## src/rtl/rop_blit_pkg.sv

```systemverilog
package rop_blit_pkg;
  localparam int CODE_W  = 4;
  localparam int MONO_W  = 8;
  localparam int BIDX_W  = $clog2(MONO_W);

  typedef enum logic [1:0] {
    MODE_BLIT   = 2'b00,
    MODE_FILL   = 2'b01,
    MODE_EXPAND = 2'b10,
    MODE_BAD    = 2'b11
  } blit_mode_e;
endpackage

```

## src/rtl/rop_blit_func.sv

```systemverilog
// Bitwise two-operand boolean function selected by a truth-table code.
module rop_blit_func #(
  parameter int W = 16
) (
  input  logic [3:0]   code,
  input  logic [W-1:0] opa,
  input  logic [W-1:0] opd,
  output logic [W-1:0] res
);
  for (genvar i = 0; i < W; i++) begin : g_bit
    // The code is the truth table; operand bits form its index.
    assign res[i] = code[{opa[i], opd[i]}];
  end
endmodule

```

## src/rtl/rop_blit_mono.sv

```systemverilog
// Picks foreground or background colour from one bit of a mono byte.
module rop_blit_mono
  import rop_blit_pkg::*;
#(
  parameter int W = 16
) (
  input  logic [MONO_W-1:0] mono,
  input  logic [BIDX_W-1:0] idx,
  input  logic [W-1:0]      fg,
  input  logic [W-1:0]      bg,
  output logic [W-1:0]      pix
);
  always_comb begin
    pix = mono[idx] ? fg : bg;
  end
endmodule

```

## src/rtl/rop_blit_path.sv

```systemverilog
module rop_blit_path
  import rop_blit_pkg::*;
#(
  parameter int PIX_W = 16,
  parameter int CNT_W = 16
) (
  input  logic             clk,
  input  logic             rst_n,
  input  logic             start,
  input  logic [3:0]       cfg_code,
  input  logic [1:0]       cfg_mode,
  input  logic             cfg_wide,
  input  logic             cfg_rsvd,
  input  logic [CNT_W-1:0] cfg_count,
  input  logic [PIX_W-1:0] fg_color,
  input  logic [PIX_W-1:0] bg_color,
  input  logic             in_valid,
  output logic             in_ready,
  input  logic [PIX_W-1:0] src_pix,
  input  logic [PIX_W-1:0] pat_pix,
  input  logic [PIX_W-1:0] dst_pix,
  output logic             out_valid,
  input  logic             out_ready,
  output logic [PIX_W-1:0] out_pix,
  output logic             busy,
  output logic             done,
  output logic             cfg_err
);
  localparam int HALF_W = PIX_W / 2;
  localparam logic [PIX_W-1:0] NARROW_MASK = {{(PIX_W-HALF_W){1'b0}}, {HALF_W{1'b1}}};
  localparam logic [PIX_W-1:0] WIDE_MASK   = {PIX_W{1'b1}};

  // Reset: asserted asynchronously, released on the clock.
  logic [1:0] rst_pipe;
  logic       rst_s_n;
  always_ff @(posedge clk or negedge rst_n) begin
    if (!rst_n) rst_pipe <= 2'b00;
    else        rst_pipe <= {rst_pipe[0], 1'b1};
  end
  assign rst_s_n = rst_pipe[1];

  // State
  logic              busy_q, busy_d;
  logic              done_q, done_d;
  logic              err_q, err_d;
  logic [3:0]        code_q, code_d;
  blit_mode_e        mode_q, mode_d;
  logic              wide_q, wide_d;
  logic [PIX_W-1:0]  fg_q, fg_d, bg_q, bg_d;
  logic [CNT_W-1:0]  rem_in_q, rem_in_d;
  logic [CNT_W-1:0]  rem_out_q, rem_out_d;
  logic [MONO_W-1:0] byte_q, byte_d;
  logic              bvld_q, bvld_d;
  logic [BIDX_W-1:0] bit_q, bit_d;
  logic              ov_q, ov_d;
  logic [PIX_W-1:0]  opix_q, opix_d;

  // Datapath
  logic             is_exp, out_free, out_fire, in_fire, gen_fire, launch, cfg_ok;
  logic [PIX_W-1:0] pix_mask, opa, rop_res, mono_res, load_pix;

  assign is_exp   = (mode_q == MODE_EXPAND);
  assign out_free = !ov_q || out_ready;
  assign out_fire = ov_q && out_ready;
  assign pix_mask = wide_q ? WIDE_MASK : NARROW_MASK;
  assign opa      = (mode_q == MODE_FILL) ? pat_pix : src_pix;
  assign launch   = start && !busy_q;
  assign cfg_ok   = !cfg_rsvd && (blit_mode_e'(cfg_mode) != MODE_BAD);

  assign in_ready = busy_q && (rem_in_q != '0) && (is_exp ? !bvld_q : out_free);
  assign in_fire  = in_valid && in_ready;
  assign gen_fire = busy_q && is_exp && bvld_q && (rem_in_q != '0) && out_free;

  rop_blit_func #(.W(PIX_W)) u_func (
    .code (code_q),
    .opa  (opa),
    .opd  (dst_pix),
    .res  (rop_res)
  );

  rop_blit_mono #(.W(PIX_W)) u_mono (
    .mono (byte_q),
    .idx  (bit_q),
    .fg   (fg_q),
    .bg   (bg_q),
    .pix  (mono_res)
  );

  assign load_pix = (is_exp ? mono_res : rop_res) & pix_mask;

  // Next state
  always_comb begin
    busy_d    = busy_q;
    done_d    = 1'b0;
    err_d     = 1'b0;
    code_d    = code_q;
    mode_d    = mode_q;
    wide_d    = wide_q;
    fg_d      = fg_q;
    bg_d      = bg_q;
    rem_in_d  = rem_in_q;
    rem_out_d = rem_out_q;
    byte_d    = byte_q;
    bvld_d    = bvld_q;
    bit_d     = bit_q;
    ov_d      = ov_q;
    opix_d    = opix_q;

    if (launch) begin
      if (!cfg_ok) begin
        err_d = 1'b1;
      end else if (cfg_count == '0) begin
        done_d = 1'b1;
      end else begin
        busy_d    = 1'b1;
        code_d    = cfg_code;
        mode_d    = blit_mode_e'(cfg_mode);
        wide_d    = cfg_wide;
        fg_d      = fg_color;
        bg_d      = bg_color;
        rem_in_d  = cfg_count;
        rem_out_d = cfg_count;
        bit_d     = cfg_code[BIDX_W-1:0];
        bvld_d    = 1'b0;
      end
    end

    if (in_fire) begin
      if (is_exp) begin
        byte_d = src_pix[MONO_W-1:0];
        bvld_d = 1'b1;
      end else begin
        rem_in_d = rem_in_q - 1'b1;
      end
    end

    if (gen_fire) begin
      rem_in_d = rem_in_q - 1'b1;
      bit_d    = bit_q + 1'b1;
      if ((bit_q == BIDX_W'(MONO_W - 1)) || (rem_in_q == CNT_W'(1)))
        bvld_d = 1'b0;
    end

    if (out_fire) begin
      rem_out_d = rem_out_q - 1'b1;
      if (rem_out_q == CNT_W'(1)) begin
        busy_d = 1'b0;
        done_d = 1'b1;
      end
    end

    if ((in_fire && !is_exp) || gen_fire) begin
      ov_d   = 1'b1;
      opix_d = load_pix;
    end else if (out_fire) begin
      ov_d = 1'b0;
    end
  end

  // Registers
  always_ff @(posedge clk or negedge rst_s_n) begin
    if (!rst_s_n) begin
      busy_q    <= 1'b0;
      done_q    <= 1'b0;
      err_q     <= 1'b0;
      code_q    <= '0;
      mode_q    <= MODE_BLIT;
      wide_q    <= 1'b0;
      fg_q      <= '0;
      bg_q      <= '0;
      rem_in_q  <= '0;
      rem_out_q <= '0;
      byte_q    <= '0;
      bvld_q    <= 1'b0;
      bit_q     <= '0;
      ov_q      <= 1'b0;
      opix_q    <= '0;
    end else begin
      busy_q    <= busy_d;
      done_q    <= done_d;
      err_q     <= err_d;
      code_q    <= code_d;
      mode_q    <= mode_d;
      wide_q    <= wide_d;
      fg_q      <= fg_d;
      bg_q      <= bg_d;
      rem_in_q  <= rem_in_d;
      rem_out_q <= rem_out_d;
      byte_q    <= byte_d;
      bvld_q    <= bvld_d;
      bit_q     <= bit_d;
      ov_q      <= ov_d;
      opix_q    <= opix_d;
    end
  end

  assign out_valid = ov_q;
  assign out_pix   = opix_q;
  assign busy      = busy_q;
  assign done      = done_q;
  assign cfg_err   = err_q;
endmodule

```

## config.mk

```make
export PLATFORM = sky130hd
export DESIGN_NAME = rop_blit_path
export DESIGN_NICKNAME = d
export VERILOG_FILES = /design/src/rtl/rop_blit_pkg.sv /design/src/rtl/rop_blit_func.sv /design/src/rtl/rop_blit_mono.sv /design/src/rtl/rop_blit_path.sv
export SDC_FILE = /design/constraint.sdc
export NUM_CORES = 1
export LEC_CHECK = 0
export BUFFER_PORTS_ARGS = -buffer_cell sky130_fd_sc_hd__buf_2
export CELL_PAD_IN_SITES_DETAIL_PLACEMENT = 2
export CELL_PAD_IN_SITES_GLOBAL_PLACEMENT = 2
export CORE_ASPECT_RATIO = 0.6
export CORE_MARGIN = 2
export CORE_UTILIZATION = 34
export CTS_CLUSTER_DIAMETER = 120
export CTS_CLUSTER_SIZE = 24
export DETAILED_ROUTE_END_ITERATION = 8
export PLACE_DENSITY_LB_ADDON = 0.1
export SYNTH_ARGS = -nofsm -noshare
export SYNTH_HDL_FRONTEND = slang
export SYNTH_SLANG_ARGS = --single-unit
export TNS_END_PERCENT = 30
```

## constraint.sdc

```tcl
create_clock -name clk -period 4.2 [get_ports clk]
set_clock_uncertainty 0.2 [all_clocks]
set_input_delay 0.84 -clock clk [delete_from_list [all_inputs] [get_ports clk]]
set_output_delay 0.84 -clock clk [all_outputs]
set_load 0.03 [all_outputs]
```

==> results.md, run 1 <==
- Setup Buffers After CTS: 0
- Slowest cell on the critical path: and2_2
- Yosys synthesis warning count: 0
- Least-Margin Pin Slew: 1.22 ns
- Crit Path Category: input pin to register
- Root Driver: clkbuf_16
- PortBufs: about 130
- Largest net degree at the start of global routing: 59
- CP Buf/Inv Count: 1
- DRC viols: 0
- Final setup vio count: 0
- Clock transition at path regs: about 0.08 ns
- Final hold vios: 0
- PwrDens: 633 nW/um2
- Setup TNS: 0 ns
- Final min period: ~3.3 ns
- Pre-Repair DR Iteration Count: 5
- Most frequent cells in the layout: nand2_1, buf_2, dfrtp_1
- Cell Area, Placed: roughly 7200 um2
- Vias in the first global route: about 6,300
- Crit-path leading delay family: simple AND/OR/NAND/NOR gates
- TritonCTS clock tree: yes
- Fmax: 0.306 GHz
- Vias per cell: between 5 and 6
- Async SR Flop Fraction: between 90% and 100%
- Share of cells above drive strength 1: 27.2%
- HPWL after detailed placement: roughly 19 mm
- Post-synthesis sequential area ratio: 41.4%
- Multi-input logic area: 3460 um2
- Number of library cell types mapped by synthesis: 64
- Number of gates resized after CTS: 0
- Post-synthesis average cell area: 9.34 um2
- Worst Path Arrival: about 3.3 ns
- Slew Viols, Final: 0
- Seq cells post-synth: between 100 and 150
- Violation count after the first detailed-route iteration: 417
- Crit end category: register
- Crit share post-route: 77.8%
- Fin nets: between 900 and 1,000
- Fillers: between 2,000 and 2,500
- Data required, critical path: approximately 4.3 ns
- Leak: roughly 3.5 nW
- Max_slew headroom: about a fifth
- Worst slack at placement: 0.645 ns
- Syn_nets: a little under 800
- Site Rows: 38
- Io pins: between 100 and 150
- Initial antenna violation count: 1
- Unrepaired setup endpoints after global routing: false
- Gr usage total: roughly a quarter
- Crit Path Max Fanout: between 50 and 60
- Sequential cell area: between 2000 and 3000 um2
- Die H: between 100 and 150 um
- Worst IR Drop VDD: 0.000267 V
- Hold buffers post-CTS: 0
- Cell area after synthesis: 6350 um2
- Outcome: finished clean
- CTS Buffer Depth: 2
- Worst min path class: input pin to async pin
- Top_reg_cell synth: dfrtp_1
- Die width: ~180 um
- Worst Setup Start Kind: input pin
- Syn Inst Count: just under 700
- WL per Instance: about 24 um
- Grt ovf: 0
- Synth top area share: between 40 and 50%
- Starting Density: between 30% and 40%
- Most common cell after layout, fill and taps aside: nand2_1
- Worst path cell trace: buf_2 > a21oi_1 > nor2b_1 > and2_2 > a221oi_1 > a211oi_1
- Die ar.: approximately 20,000 um2
- Area delta synth->final: 17.8%
- Drt total wl: approximately 25 mm
- Post-synth EDFFs: 0
- Clk sinks: about 110
- Slowest Stage Delay on Critical Path: 1.04 ns
- Min setup slack post-route: between 0.9 and 1 ns
- Fin area: roughly 7500 um2
- Routability Congestion: 0.949
- TritonCTS Buffers: 9
- Max Cap Viol: 0
- Core Area: approximately 18,000 um2
- Via count: approximately 5,800
- Clk_lat worst skew: roughly 0.36 ns
- H-tree levels: 3
- Antenna Nets Post-Route: 0
- Top area cells in the synthesized netlist: dfrtp_1, nand2_1, mux2i_1
- Leading area contributor after synthesis: dfrtp_1
- Global-route wire length before repair: slightly below 40 mm
-- flip-flops by register name, summed over array words and instances, names as in the netlist --
name       count
code_q         4
byte_q         8
bg_q          16
wide_q         1
rst_pipe       2
bvld_q         1
rem_out_q     16
busy           1
mode_q         2
out_valid      1
done           1
bit_q          3
fg_q          16
out_pix       16
rem_in_q      16
cfg_err        1
-- cells by family (layout without fill, tap and decap cells) --
group,Yosys count,count (layout),synth area share [%]
AND/OR/NAND/NOR,315,315,23.1
flip-flops,105,105,41.4
multiplexers,100,100,19.0
AO/OA/AOI/OAI,94,94,10.9
buffers and inverters,58,171,4.27
adder cells (fa/ha/maj),7,7,1.38
other,1,2,0.0590
-- power breakdown --
part,switching [mW],internal (mW)
Sequential,0.474,1.38
Combinational,1.18,0.824
Clock,0.458,0.426
Total,2.11,2.63
-- layout make-up --
class                      instances  share of cell area [%]
tap                              240                    4.01
timing repair buffer             139                    9.63
multi-input combinational        517                    46.2
sequential                       105                    35.1
clock inverter                     7                    1.14
antenna                            1                  0.0334
clock buffer                       9                    3.01
inverter                          16                   0.802
-- path summary, 6_finish.rpt --
check | start | endpoint | slack (ns) | cells past startpoint
worst max-delay path | cfg_mode[0] | rem_out_q[15] | 0.93 | 6
worst min-delay path | rst_n | rst_pipe[1] | 0.05 | 1
worst max register to register | mode_q[1] | out_pix[0] | 1.08 | 5
worst min register to register | rst_pipe[0] | rst_pipe[1] | 0.16 | 0
max in group asynchronous | rst_pipe[1] | rem_out_q[1] | 2.73 | 1
min in group clk | rst_pipe[0] | rst_pipe[1] | 0.16 | 0
-- per-stage QoR --
step	total power [mW]	util (%)	cells	hold slack [ns]
2_1_floorplan	3.11	-	680	0.131
3_3_place_gp	3.72	39.4	1017	0.142
3_5_place_dp	3.85	39.4	1017	0.147
4_1_cts	4.76	41.1	1033	0.0317
5_1_grt	5.04	41.1	1033	0.0295
6_report	4.74	41.1	1034	0.0480
-- metal layers --
layer,part of all wire (%),wire (um),vias up,track usage [%]
met5,0,0,-,0
met4,0.80,197,0,4.78
met3,6.9,1700,11,7.06
met2,40,9850,164,36.0
met1,52,13000,2994,39.3
li1,-,-,2642,-
-- Yosys cell counts (7+ instances only) --
cell and count:
mux2_2 26, a221oi_1 9, o21ai_0 18, mux4_2 10, ha_1 7, a2bb2oi_1 8
buf_2 10, mux2i_1 48, o221a_1 7, nor3_1 20, a21oi_1 18, mux2_1 11
nand3_1 27, dfrtp_1 105, inv_1 16, nand3b_1 10, clkbuf_1 23, nand2_1 157
nor2_1 52
Note: power is estimated with default switching activity, not from simulation.
==> run 2: changes to the inputs <==
--- a/config.mk
+++ b/config.mk
@@ -10,7 +10,7 @@
 export CELL_PAD_IN_SITES_GLOBAL_PLACEMENT = 2
 export CORE_ASPECT_RATIO = 0.6
 export CORE_MARGIN = 2
-export CORE_UTILIZATION = 34
+export CORE_UTILIZATION = 31
 export CTS_CLUSTER_DIAMETER = 120
 export CTS_CLUSTER_SIZE = 24
 export DETAILED_ROUTE_END_ITERATION = 8
==> constraint.sdc (replaced) <==
create_clock -name clk -period 2.83 [get_ports clk]
set_clock_uncertainty 0.2 [all_clocks]
set_input_delay 0.566 -clock clk [delete_from_list [all_inputs] [get_ports clk]]
set_output_delay 0.566 -clock clk [all_outputs]
set_load 0.03 [all_outputs]
==> run 2 against run 1 <==
- final cell count increased by 5.7%
- sequential cell count unchanged
- clock power increased by 53%
- critical path depth decreased by 2
- cell area increased by 3.7%
- routed wire length decreased by 1.4%
==> results.md, run 2 (same netlist as run 1, synthesis figures left out) <==
- Reg2reg setup slack: 0.16 ns (-0.92 ns)
- Pre-Repair DR Iteration Count: 5 (unchanged)
- Final hold vios: 0 (unchanged)
- Routability Congestion: 0.839 (-12%)
- Vias in the first global route: 6,485 (+2.7%)
- Drt total wl: 24.4 mm (-1.4%)
- Combinational Power Share: 42.9% (+0.6 points)
- TritonCTS Buffers: 9 (unchanged)
- Outcome: finished clean
- Crit end category: output port
- Initial antenna violation count: 1 (unchanged)
- Core Area: 20,100 um2 (+10%)
- Crit Path Category: register to output port
- Global-route wire length before repair: 38.6 mm (+0.34%)
- Die ar.: 21,700 um2 (+9.4%)
- Least-Margin Pin Slew: 0.860 ns (-0.358 ns)
- Clock transition at path regs: 0.08 ns (about the same)
- Unrepaired setup endpoints after global routing: false
- Die width: 189 um (+4.6%)
- Sequential fraction of design power: 38.0% (-1.1 points)
- Grt ovf: 0 (unchanged)
- Fin nets: 930 (+2.9%)
- Clk_lat worst skew: 0.37 ns (about the same)
- Final min period: between 2 and 3 ns
- Crit share post-route: between 90% and 100%
- PwrDens: 913 nW/um2 (+44%)
- Starting Density: 31.7% (-3.2 points)
- Max_slew headroom: 42.7% (+24 points)
- Layout Utilization: 38.7% (-2.4 points)
- TritonCTS clock tree: yes
- Final setup vio count: 0 (unchanged)
- Fmax: approximately 0.37 GHz
- Worst IR Drop VDD: 0.000399 V (+50%)
- Setup TNS: 0 ns (unchanged)
- Most frequent cells in the layout: nand2_1, buf_2, dfrtp_1
- Largest net degree at the start of global routing: 51 (-14%)
- Share of cells above drive strength 1: 29.5% (+2.3 points)
- Max Cap Viol: 0 (unchanged)
- Clk sinks: 105 (unchanged)
- Crit Path Max Fanout: 5 (-91%)
- Site Rows: 40 (+5.3%)
- Final Hold Slack: 0.0987 ns (+0.0506 ns)
- Data required, critical path: 2.06 ns (-2.21 ns)
- Root Driver: clkbuf_16
- Cell Area, Placed: 7430 um2 (+3.5%)
- HPWL after detailed placement: 18.9 mm (-0.12%)
- Fin area: 7760 um2 (+3.7%)
- DRC viols: 0 (unchanged)
- Most common cell after layout, fill and taps aside: nand2_1
- Area delta synth->final: 22.2%
- PortBufs: 129 (unchanged)
- Io pins: 130 (unchanged)
- Die H: 115 um (+4.6%)
- WL per Instance: 22.3 um (-6.7%)
- Leak: 3.62 nW (+4.2%)
- Worst min path class: register to async pin
- Clock Power Share: 19.1% (+0.4 points)
- Worst Reg-to-Reg Cells: 7 (+2)
- Antenna Nets Post-Route: 0 (unchanged)
- Via count: 5,876 (+1.1%)
- Worst Path Arrival: 1.97 ns (-1.37 ns)
- Internal: 4.10 mW (+56%)
- Gr usage total: 23.4% (-2.3 points)
- Violation count after the first detailed-route iteration: 327 (-22%)
- Slew Viols, Final: 0 (unchanged)
- Pwr Total: 7.09 mW (+50%)
- Vias per cell: 5.38 (-4.3%)
- Switch Pwr: 2.98 mW (+41%)
- Switching part of the total power: 42.1% (-2.5 points)
- H-tree levels: 3 (unchanged)
- CTS Buffer Depth: 2 (unchanged)
- Worst Setup Start Kind: register
-- run 2: cell types whose count changed in the layout (fill, tap and decap cells not counted), moves of 2 or more --
cell,previous run,this run
buf_12,0,2
clkinv_8,3,0
clkbuf_8,0,2
nor4b_1,2,0
buf_4,10,33
nor4b_2,0,2
-- run 2: worst paths after layout --
kind | start | end
min in group clk | rst_pipe[0] | rst_pipe[1]
min | rst_pipe[1] | rem_out_q[8]
max | rem_in_q[14] | in_ready
min reg2reg | rst_pipe[1] | rem_out_q[8]
max in group asynchronous | rst_pipe[1] | bg_q[5]
max reg2reg | rem_in_q[0] | rem_in_q[10]
-- run 2: per-stage QoR --
step / setup slack [ns] / std cells
6_report: 0.0907 / 1093
5_1_grt: 0.0134 / 1092
4_1_cts: 0.0192 / 1092
3_5_place_dp: 0.158 / 1075
3_3_place_gp: 0.196 / 1075
2_1_floorplan: 0.497 / 680
-- run 2: power groups by stage --
stage	combinational [mW]	sequential (mW)	clock, mW
detailed placement	3.06	2.70	0
global route	3.33	2.79	1.47
global placement	2.92	2.64	0
finish	3.04	2.69	1.35
CTS	3.08	2.68	1.41
floorplan	1.95	2.66	0
-- run 2: critical path, cell delays in order, from the launching register on --
cell      delay, ns
dfrtp_1        0.43
nor4_2         0.52
nand4_2        0.27
o2111a_1       0.21
buf_2          0.18
-- run 2: per-layer routing --
layer,wire [um],share of wire (%),global-route usage [%],vias to the layer above
met4,198,0.81,4.84,0
met5,0,0,0,-
met1,12500,51,34.5,3039
met2,10600,43,35.9,124
met3,1120,4.6,4.46,19
li1,-,-,-,2694
-- run 2: area by class of cell --
cell class,count,area (um2)
timing repair buffer,165,943
sequential,105,2630
multi-input combinational,517,3470
clock buffer,12,256
fill,2252,12300
tap,273,342
antenna,1,2.50
clock inverter,4,56.3
inverter,16,60.1
-- run 2: what timing repair did --
item	4_1_cts	5_1_grt
endpoints found under the setup margin	0	2
setup buffers	0	0
resized for setup	0	2
hold buffers	1	0
endpoints found under the hold margin	2	0
==> run 3: changes to the inputs <==
--- a/config.mk
+++ b/config.mk
@@ -10,7 +10,7 @@
 export CELL_PAD_IN_SITES_GLOBAL_PLACEMENT = 2
 export CORE_ASPECT_RATIO = 0.6
 export CORE_MARGIN = 2
-export CORE_UTILIZATION = 31
+export CORE_UTILIZATION = 34
 export CTS_CLUSTER_DIAMETER = 120
 export CTS_CLUSTER_SIZE = 24
 export DETAILED_ROUTE_END_ITERATION = 8
==> constraint.sdc (replaced) <==
create_clock -name clk -period 2.7 [get_ports clk]
set_clock_uncertainty 0.2 [all_clocks]
set_input_delay 0.54 -clock clk [delete_from_list [all_inputs] [get_ports clk]]
set_output_delay 0.54 -clock clk [all_outputs]
set_load 0.03 [all_outputs]
==> run 3 against run 2 <==
- core utilization up 4.3 points
- register-to-register slack worse by 0.08 ns
- sequential power increased by 4%
- clock power increased by 4%
- via count grew 1.7%
- highest routed layer unchanged
- hold slack better by 0.059 ns
- total power is 8.1% higher
- critical path depth rose by 2
- final cell count decreased by 2.4%
==> results.md, run 3 (same netlist as run 1, synthesis figures left out) <==
- Outcome: finished clean
- Worst IR Drop VDD: 0.000360 V (-9.7%)
- Most frequent cells in the layout: nand2_1, buf_2, dfrtp_1
- Final setup vio count: 0 (unchanged)
- Crit end category: output port
- Sequential fraction of design power: 36.6% (-1.4 points)
- Fillers: 2,034 (-9.7%)
- Largest net degree at the start of global routing: 100 (+96%)
- Vias per cell: 5.60 (+4.1%)
- Area delta synth->final: 23.3%
- Violation count after the first detailed-route iteration: 439 (+34%)
- Switch Pwr: 3.36 mW (+13%)
- Clk sinks: 105 (unchanged)
- Share of cells above drive strength 1: 31.0% (+1.4 points)
- Worst slack at placement: -0.0985 ns (-0.256 ns)
- Unrepaired setup endpoints after global routing: true
- Routability Congestion: 0.850 (+1.2%)
- Starting Density: 34.9% (+3.2 points)
- Io pins: 130 (unchanged)
- Final min period: 2.66 ns
- Fmax: ~0.38 GHz
- Pre-Repair DR Iteration Count: 5 (unchanged)
- Clk_lat worst skew: 0.37 ns (about the same)
- Slew Viols, Final: 0 (unchanged)
- Die ar.: 19,800 um2 (-8.6%)
- Initial antenna violation count: 1 (unchanged)
- Crit Path Category: register to output port
- TritonCTS clock tree: yes
- Drt total wl: 24.8 mm (+1.7%)
- Gr usage total: 25.7% (+2.3 points)
- Worst Setup Start Kind: register
- Pwr Total: 7.66 mW (+8.1%)
- Final Hold Slack: 0.157 ns (+0.0586 ns)
- PortBufs: 129 (unchanged)
- Grt ovf: 0 (unchanged)
- Max Cap Viol: 0 (unchanged)
- Leak: 3.66 nW (+1.2%)
- Root Driver: clkbuf_16
- Max_slew headroom: 42.7% (+0.054 points)
- Site Rows: 38 (-5.0%)
- Die width: 180 um (-4.4%)
- TritonCTS Buffers: 9 (unchanged)
- Vias in the first global route: 6,444 (-0.63%)
- WL per Instance: 23.2 um (+4.2%)
- Clock Power Share: 18.2% (-0.9 points)
- Global-route wire length before repair: 38.6 mm (-0.21%)
- Worst Path Arrival: 1.92 ns (-0.05 ns)
- Worst min path class: register to register
- Min setup slack post-route: 0.0416 ns (-0.0491 ns)
- Crit Path Max Fanout: 4 (-1)
- H-tree levels: 3 (unchanged)
- Combinational Power Share: 45.2% (+2.3 points)
- Core Area: 18,200 um2 (-9.3%)
- Reg2reg setup slack: 0.08 ns (-0.08 ns)
- Crit share post-route: a little over nine tenths
- Internal: 4.31 mW (+4.9%)
- Most common cell after layout, fill and taps aside: nand2_1
- Fin nets: 938 (+0.86%)
- Antenna diodes: 0 (-1)
- Placed cells: 1,047 (-2.6%)
- CTS Buffer Depth: 2 (unchanged)
- Antenna Nets Post-Route: 0 (unchanged)
- Post-Layout Cell Count: 1,067 (-2.4%)
- Clock transition at path regs: 0.09 ns (about the same)
- HPWL after detailed placement: 19.1 mm (+1.3%)
- Least-Margin Pin Slew: 0.857 ns (-0.00257 ns)
- PwrDens: 978 nW/um2 (+7.2%)
- Switching part of the total power: 43.8% (+1.7 points)
- Via count: 5,974 (+1.7%)
- DRC viols: 0 (unchanged)
- Final hold vios: 0 (unchanged)
- Die H: 110 um (-4.4%)
- Data required, critical path: 1.96 ns (-0.10 ns)
-- run 3: worst paths after layout --
kind / cells past startpoint / from / to
worst max-delay path: 6 / rem_in_q[0] / in_ready
worst min-delay path: 0 / rst_pipe[0] / rst_pipe[1]
worst max register to register: 8 / mode_q[0] / out_pix[5]
worst min register to register: 0 / rst_pipe[0] / rst_pipe[1]
max in group asynchronous: 1 / rst_pipe[1] / fg_q[13]
min in group asynchronous: 1 / rst_pipe[1] / bg_q[8]
-- run 3: area by class of cell --
type / count / area [um2] / area share [%]
multi-input cells: 517 / 3500 / 44.7
flip-flops and latches: 105 / 2630 / 33.6
repair buffers: 173 / 1030 / 13.2
well taps: 240 / 300 / 3.83
clock buffers: 9 / 225 / 2.87
clock inverters: 7 / 82.6 / 1.05
inverters: 16 / 60.1 / 0.767
-- run 3: what timing repair did --
action / CTS / global route
hold buffers: 2 / 0
pin swaps: 1 / 2
setup buffers: 0 / 2
resized for setup: 5 / 5
cloned: 0 / 0
hold endpoints to repair: 6 / 0
setup endpoints to repair: 2 / 4
-- run 3: through the flow --
stage          util, %  instance area [um2]  TNS [ns]
4_1_cts           42.8                 7800         0
6_report          43.0                 7840         0
3_5_place_dp      40.9                 7450   -0.0985
2_1_floorplan        -                 6350         0
5_1_grt           43.0                 7840   -0.0181
3_3_place_gp      40.9                 7450         0
-- run 3: power groups by stage --
stage | clock network, mW | logic, mW | registers [mW]
floorplan | 0 | 2.05 | 2.79
global placement | 0 | 3.26 | 2.73
detailed placement | 0 | 3.42 | 2.78
CTS | 1.42 | 3.46 | 2.78
global route | 1.48 | 3.74 | 2.89
finish | 1.40 | 3.47 | 2.80
-- run 3: critical path, stage by stage, from the launching register on --
cell and delay (ns):
dfrtp_1 0.43, inv_2 0.11, ha_2 0.20, nor4b_4 0.22, nand4_2 0.16, o2111a_2 0.24
buf_2 0.19
-- run 3: routing by layer --
layer,track usage [%],wire length (um),vias up
met3,5.13,1240,14
li1,-,-,2699
met2,37.6,10300,146
met4,3.63,155,0
met5,0,0,-
met1,39.7,13100,3115
